**src/rtl/sps_pkg.sv**
```systemverilog
package sps_pkg;
  typedef enum logic [1:0] {
    PH_WAIT   = 2'b00,
    PH_SAMPLE = 2'b01,
    PH_CONV   = 2'b10,
    PH_NAP    = 2'b11
  } phase_e;
endpackage

```
**src/rtl/sps_sync.sv**
```systemverilog
// Two-stage synchroniser per line plus one history stage for edge detection.
module sps_sync #(
  parameter int           W       = 4,
  parameter logic [W-1:0] RST_VAL = '0
) (
  input  logic         clk,
  input  logic         rst_n,
  input  logic [W-1:0] async_i,
  output logic [W-1:0] sync_o,
  output logic [W-1:0] prev_o
);
  generate
    for (genvar i = 0; i < W; i++) begin : g_line
      logic [2:0] stage_q;
      always_ff @(posedge clk or negedge rst_n) begin
        if (!rst_n) stage_q <= {3{RST_VAL[i]}};
        else        stage_q <= {stage_q[1:0], async_i[i]};
      end
      assign sync_o[i] = stage_q[1];
      assign prev_o[i] = stage_q[2];
    end
  endgenerate
endmodule

```
**src/rtl/sps_phase_fsm.sv**
```systemverilog
// Start qualifier and phase state machine with conversion counter.
module sps_phase_fsm
  import sps_pkg::*;
#(
  parameter int CONV_CYCLES = 16,
  parameter int CNT_W       = 5
) (
  input  logic             clk,
  input  logic             rst_n,
  input  logic             start_s,
  input  logic             cs_n_s,
  input  logic             nap_en_i,
  output phase_e           phase_o,
  output logic [CNT_W-1:0] cnt_o,
  output logic             conv_start_o,
  output logic             conv_done_o
);
  logic             qual_q, qual_d, qual_en;
  logic             qual_d1_q;
  phase_e           phase_q, phase_d;
  logic [CNT_W-1:0] cnt_q, cnt_d;
  logic             start_ok, qual_fall;

  // qualifier is transparent only while chip select is low
  assign qual_en   = ~cs_n_s;
  assign qual_d    = qual_en ? start_s : qual_q;
  assign qual_fall = qual_d1_q & ~qual_q;
  assign start_ok  = start_s & ~cs_n_s;

  assign conv_start_o = (phase_q == PH_SAMPLE) && qual_fall;
  assign conv_done_o  = (phase_q == PH_CONV) && (cnt_q == '0);

  always_comb begin
    phase_d = phase_q;
    cnt_d   = cnt_q;
    unique case (phase_q)
      PH_WAIT, PH_NAP: begin
        if (start_ok) phase_d = PH_SAMPLE;
      end
      PH_SAMPLE: begin
        if (qual_fall) begin
          phase_d = PH_CONV;
          cnt_d   = CNT_W'(CONV_CYCLES - 1);
        end
      end
      PH_CONV: begin
        if (cnt_q == '0) begin
          if (start_ok)      phase_d = PH_SAMPLE;
          else if (nap_en_i) phase_d = PH_NAP;
          else               phase_d = PH_WAIT;
        end else begin
          cnt_d = cnt_q - 1'b1;
        end
      end
      default: phase_d = PH_WAIT;
    endcase
  end

  always_ff @(posedge clk or negedge rst_n) begin
    if (!rst_n) begin
      qual_q    <= 1'b0;
      qual_d1_q <= 1'b0;
      phase_q   <= PH_WAIT;
      cnt_q     <= '0;
    end else begin
      qual_q    <= qual_d;
      qual_d1_q <= qual_q;
      phase_q   <= phase_d;
      cnt_q     <= cnt_d;
    end
  end

  assign phase_o = phase_q;
  assign cnt_o   = cnt_q;
endmodule

```
**src/rtl/sps_window_mon.sv**
```systemverilog
// Quiet-window and read-window monitors with sticky flags.
module sps_window_mon #(
  parameter int CNT_W      = 5,
  parameter int QUIET_PRE  = 2,
  parameter int QUIET_POST = 2,
  parameter int QUIET_END  = 3,
  parameter int RD_SETUP   = 2,
  parameter int RD_HOLD    = 2
) (
  input  logic             clk,
  input  logic             rst_n,
  input  logic             act_i,
  input  logic             rd_start_i,
  input  logic             conv_start_i,
  input  logic             in_conv_i,
  input  logic             conv_done_i,
  input  logic [CNT_W-1:0] cnt_i,
  input  logic             clr_i,
  output logic             quiet_viol_o,
  output logic             read_viol_o
);
  localparam int AGE_MAX = QUIET_PRE + 1;
  localparam int AGE_W   = $clog2(AGE_MAX + 1);
  localparam int POST_W  = $clog2(QUIET_POST + 2);
  localparam int HOLD_W  = $clog2(RD_HOLD + 2);

  logic [AGE_W-1:0]  age_q, age_d;
  logic [POST_W-1:0] post_q, post_d;
  logic [HOLD_W-1:0] hold_q, hold_d;
  logic              quiet_q, quiet_d, read_q, read_d;
  logic              pre_hit, post_hit, end_hit, rd_hit;
  logic [31:0]       cnt_wide;

  assign cnt_wide = 32'(cnt_i);

  always_comb begin
    pre_hit  = conv_start_i && (act_i || (age_q <= AGE_W'(QUIET_PRE)));
    post_hit = (post_q != '0) && act_i;
    end_hit  = in_conv_i && (cnt_wide < QUIET_END) && act_i;
    rd_hit   = rd_start_i &&
               ((in_conv_i && (cnt_wide < RD_SETUP)) || (hold_q != '0));

    if (act_i)                           age_d = AGE_W'(1);
    else if (age_q == AGE_W'(AGE_MAX))   age_d = age_q;
    else                                 age_d = age_q + 1'b1;

    if (conv_start_i)        post_d = POST_W'(QUIET_POST);
    else if (post_q != '0)   post_d = post_q - 1'b1;
    else                     post_d = post_q;

    if (conv_done_i)         hold_d = HOLD_W'(RD_HOLD);
    else if (hold_q != '0)   hold_d = hold_q - 1'b1;
    else                     hold_d = hold_q;

    if (clr_i) begin
      quiet_d = 1'b0;
      read_d  = 1'b0;
    end else begin
      quiet_d = quiet_q | pre_hit | post_hit | end_hit;
      read_d  = read_q | rd_hit;
    end
  end

  always_ff @(posedge clk or negedge rst_n) begin
    if (!rst_n) begin
      age_q   <= AGE_W'(AGE_MAX);
      post_q  <= '0;
      hold_q  <= '0;
      quiet_q <= 1'b0;
      read_q  <= 1'b0;
    end else begin
      age_q   <= age_d;
      post_q  <= post_d;
      hold_q  <= hold_d;
      quiet_q <= quiet_d;
      read_q  <= read_d;
    end
  end

  assign quiet_viol_o = quiet_q;
  assign read_viol_o  = read_q;
endmodule

```
**src/rtl/sar_phase_seq.sv**
```systemverilog
module sar_phase_seq
  import sps_pkg::*;
#(
  parameter int CONV_CYCLES = 16,
  parameter int QUIET_PRE   = 2,
  parameter int QUIET_POST  = 2,
  parameter int QUIET_END   = 3,
  parameter int RD_SETUP    = 2,
  parameter int RD_HOLD     = 2
) (
  input  logic       clk,
  input  logic       rst_n,
  input  logic       start_i,
  input  logic       cs_n_i,
  input  logic       frame_i,
  input  logic       sclk_i,
  input  logic       nap_en_i,
  input  logic       viol_clr_i,
  output logic       busy_o,
  output logic [1:0] phase_o,
  output logic       quiet_viol_o,
  output logic       read_viol_o
);
  localparam int CNT_W = $clog2(CONV_CYCLES + 1);
  localparam int LINES = 4;
  // line order: [3] sclk, [2] frame, [1] cs_n, [0] start
  localparam logic [LINES-1:0] LINE_RST = 4'b0010;

  logic [1:0]       rst_sh_q;
  logic             rst_int_n;
  logic [LINES-1:0] raw, s_line, p_line;
  logic             act, rd_start;
  phase_e           phase;
  logic [CNT_W-1:0] cnt;
  logic             conv_start, conv_done;

  always_ff @(posedge clk or negedge rst_n) begin
    if (!rst_n) rst_sh_q <= 2'b00;
    else        rst_sh_q <= {rst_sh_q[0], 1'b1};
  end
  assign rst_int_n = rst_sh_q[1];

  assign raw = {sclk_i, frame_i, cs_n_i, start_i};

  sps_sync #(.W(LINES), .RST_VAL(LINE_RST)) u_sync (
    .clk    (clk),
    .rst_n  (rst_int_n),
    .async_i(raw),
    .sync_o (s_line),
    .prev_o (p_line)
  );

  assign act      = |(s_line[3:1] ^ p_line[3:1]);
  assign rd_start = (p_line[1] & ~s_line[1]) | (~p_line[2] & s_line[2]);

  sps_phase_fsm #(.CONV_CYCLES(CONV_CYCLES), .CNT_W(CNT_W)) u_fsm (
    .clk         (clk),
    .rst_n       (rst_int_n),
    .start_s     (s_line[0]),
    .cs_n_s      (s_line[1]),
    .nap_en_i    (nap_en_i),
    .phase_o     (phase),
    .cnt_o       (cnt),
    .conv_start_o(conv_start),
    .conv_done_o (conv_done)
  );

  sps_window_mon #(
    .CNT_W(CNT_W), .QUIET_PRE(QUIET_PRE), .QUIET_POST(QUIET_POST),
    .QUIET_END(QUIET_END), .RD_SETUP(RD_SETUP), .RD_HOLD(RD_HOLD)
  ) u_mon (
    .clk         (clk),
    .rst_n       (rst_int_n),
    .act_i       (act),
    .rd_start_i  (rd_start),
    .conv_start_i(conv_start),
    .in_conv_i   (phase == PH_CONV),
    .conv_done_i (conv_done),
    .cnt_i       (cnt),
    .clr_i       (viol_clr_i),
    .quiet_viol_o(quiet_viol_o),
    .read_viol_o (read_viol_o)
  );

  assign phase_o = phase;
  assign busy_o  = (phase == PH_CONV);
endmodule

```
**config.mk**
```make
export PLATFORM = sky130hd
export DESIGN_NAME = sar_phase_seq
export DESIGN_NICKNAME = d
export VERILOG_FILES = /design/src/rtl/sps_pkg.sv /design/src/rtl/sps_sync.sv /design/src/rtl/sps_phase_fsm.sv /design/src/rtl/sps_window_mon.sv /design/src/rtl/sar_phase_seq.sv
export SDC_FILE = /design/constraint.sdc
export NUM_CORES = 1
export LEC_CHECK = 0
export ABC_AREA = 1
export BUFFER_PORTS_ARGS = -buffer_cell sky130_fd_sc_hd__buf_4
export CORE_MARGIN = 4
export CORE_UTILIZATION = 35
export DETAILED_ROUTE_END_ITERATION = 10
export SLEW_MARGIN = 20
export SYNTH_ARGS = -nofsm -noshare
export SYNTH_HDL_FRONTEND = slang
export SYNTH_HIERARCHICAL = 1
export SYNTH_SLANG_ARGS = --single-unit
```
**constraint.sdc**
```tcl
create_clock -name clk -period 1.48 [get_ports clk]
set_input_delay 0 -clock clk [delete_from_list [all_inputs] [get_ports clk]]
set_output_delay 0 -clock clk [all_outputs]
set_load 0.05 [all_outputs]
```
==> impl_results.md <==
- Status: finished with violations
- Failing checks: setup timing
- CP endpoint kind: flip-flop
- Antenna fix cells: 0
- Met2 routed WL: 1.18 mm
- Layout cells sized above 1: 27.7%
- Largest net degree at the start of global routing: 26
- Initial core utilization: 37.4%
- Number of fill cells: 363
- Worst-Skew Late Latency: 280 ps
- WS Path Type: reg2reg
- Die Area: 5110 µm²
- Initial antenna violation count: 0
- Yosys warning count: 6
- Synthesized area per cell: 8.87 µm²
- Final instance area: 1750 µm²
- Synth-to-layout area growth: 23.8%
- Die X: 71.5 µm
- Clk sinks: 30
- Max cap viols: 0
- Leak pwr: 0.883 nW
- Met3 wire length: 132 µm
- Layout Nets: 199
- HP Class: in2async
- Final ANT Viol Nets: 0
- Die Span Y: 71.5 µm
- Top routing layer in use: met4
- Max incr delay on CP: 540 ps
- Dpl cell area: 1540 µm²
- Remaining global-route overflow: 0
- Multi-input gate area: 527 µm²
- Slowest-stage cell, CP: dfstp_2
- Final Cycle Share: 100%
- RSZ-0062 raised after global routing: yes
- # rows: 22
- GRT Overall Usage: 10.9%
- Core Area: 3770 µm²
- Routed via count: 1010
- Final WS setup: -1.28 ps
- Setup violators final: 1
- F_max: 675 MHz
- H-Tree Depth: 2
- Min Tclk post-route: 1480 ps
- Number of global-route vias before repair: 1031
- Mapped Nets: 175
- Met1 WL: 1.15 mm
- Clk buf depth: 2
- Count of non-filler cells in the finished layout: 232
- DP Cell Count: 215
- Drt pass-1 iters: 4
- Most used cell along the critical path: inv_2
- Skew final: 11.1 ps
- Routed WL per cell: 10.7 µm
- Hold Fails Final Rpt: 0
- Num ports: 13
- Synthesized area: 1410 µm²
- # port buffers: 12
- Post-synthesis cell count: 159
- HPWL Detailed: 1.77 mm
- Max Slew Vio Count: 0
- Register area: 759 µm²
- Tot Pwr: 0.00310 W
- Vias per cell: 4.35
- Placement Setup Slack: -4.42 ps
- PD cells: 1780 nW/µm²
- VDD IR-drop max: 1.00 mV
- Gpl congestion: 0.812
- Post-Route WL: 2.48 mm
- Hold WS: 35.5 ps
- Crit path DAT: 1650 ps
- Crit path required time: 1650 ps
- Root Driver: clkbuf_8
- CP Max Fanout: 2
- Type of origin of the critical path: flip-flop
- TritonCTS clock tree: yes
- DRT iter0 DRCs: 19
- DRC: 0
- First-pass GRT wire length: 4.40 mm
- CTS Buf Count: 5
- CP Cell Sequence: inv_2, ha_4, nand2_2, inv_2, nand3_2, inv_2, nand2_2, nand2_1, nand2_1, nor2_2, a21oi_2
- CTS clk-pin slew, worst paths: 70 ps
## timing repair
item / CTS / global route
cloned: 0 / 0
hold buffers: 6 / 0
buffers inserted: 1 / 2
pin swaps: 0 / 7
hold endpoints to repair: 8 / 0
resized for setup: 1 / 7
endpoints found under the setup margin: 4 / 6
## layout by cell type, fill, tap and decap left out
cell,n
o21ai_0,4
nand4_1,2
buf_4,19
o21ai_1,1
or2_1,1
nor2_4,1
dlygate4sd3_1,6
ha_1,5
conb_1,1
dfrtp_1,23
nand3_2,1
nand2_1,39
ha_4,1
nand3_1,5
inv_1,23
dfstp_2,5
nor2_2,3
nor2_1,12
nand2_2,3
ha_2,2
a21oi_2,2
clkinvlp_4,1
clkbuf_8,6
dfrtp_2,2
a21oi_1,7
xor2_1,3
inv_2,4
nand3b_1,1
clkinv_2,1
## final cells by class
class                           count  share of cell area, %
Clock buffer                        6                   4.73
Timing Repair Buffer               25                   11.6
Clock inverter                      2                  0.717
Sequential cell                    30                   43.5
Inverter                           27                   5.81
Multi-Input combinational cell     94                   30.2
Tap cell                           48                   3.44
## per-stage QoR
step / TNS (ps) / util, %
2_1_floorplan: -27.3 / -
3_3_place_gp: 0 / 40.9
3_5_place_dp: -4.42 / 40.9
4_1_cts: 0 / 45.3
5_1_grt: -130 / 46.3
6_report: -1.28 / 46.3
## where the power goes
part	internal [W]	leakage, nW	switching, W
Combinational	0.000469	0.488	0.000753
Clock	0.000373	0.0472	0.000317
Sequential	0.00102	0.347	0.000171
## critical path: cells and delay by family, from the launching register on
| family | cells | cell delay, ps |
|---|---|---|
| DFF | 1 | 540 |
| and+or+nand+nor | 6 | 370 |
| AOI/OAI and AO/OA | 1 | 60 |
| adders and majority gates | 1 | 250 |
| buffers and inverters | 3 | 150 |
## sequential cells by signal, indices dropped and copies added (netlist names)
name	count
u_sync/g_line.stage_q	11
u_fsm/cnt_o	5
rst_sh_q	2
u_fsm/phase_o	2
u_mon/age_q	2
u_mon/hold_q	2
u_mon/post_q	2
u_fsm/qual_d1_q	1
u_fsm/qual_q	1
u_mon/quiet_viol_o	1
u_mon/read_viol_o	1
## final timing paths
path	endpoint	slack, ps	from	cells past startpoint
max	u_mon/quiet_viol_o	-1	u_sync/g_line[1].stage_q[1]	11
min	rst_sh_q[0]	40	rst_n	2
max reg2reg	u_mon/quiet_viol_o	-1	u_sync/g_line[1].stage_q[1]	11
min reg2reg	u_sync/g_line[0].stage_q[0]	50	rst_sh_q[1]	0
max in group asynchronous	u_mon/age_q[0]	840	rst_sh_q[1]	1
min in group clk	u_fsm/phase_o[1]	190	nap_en_i	7
## per-layer routing
layer,up-vias,global-route usage (%)
met5,-,0
met4,0,3.97
met3,2,4.35
met2,16,17.7
met1,469,13.1
li1,523,-
Power figures use the tool's default switching activity.
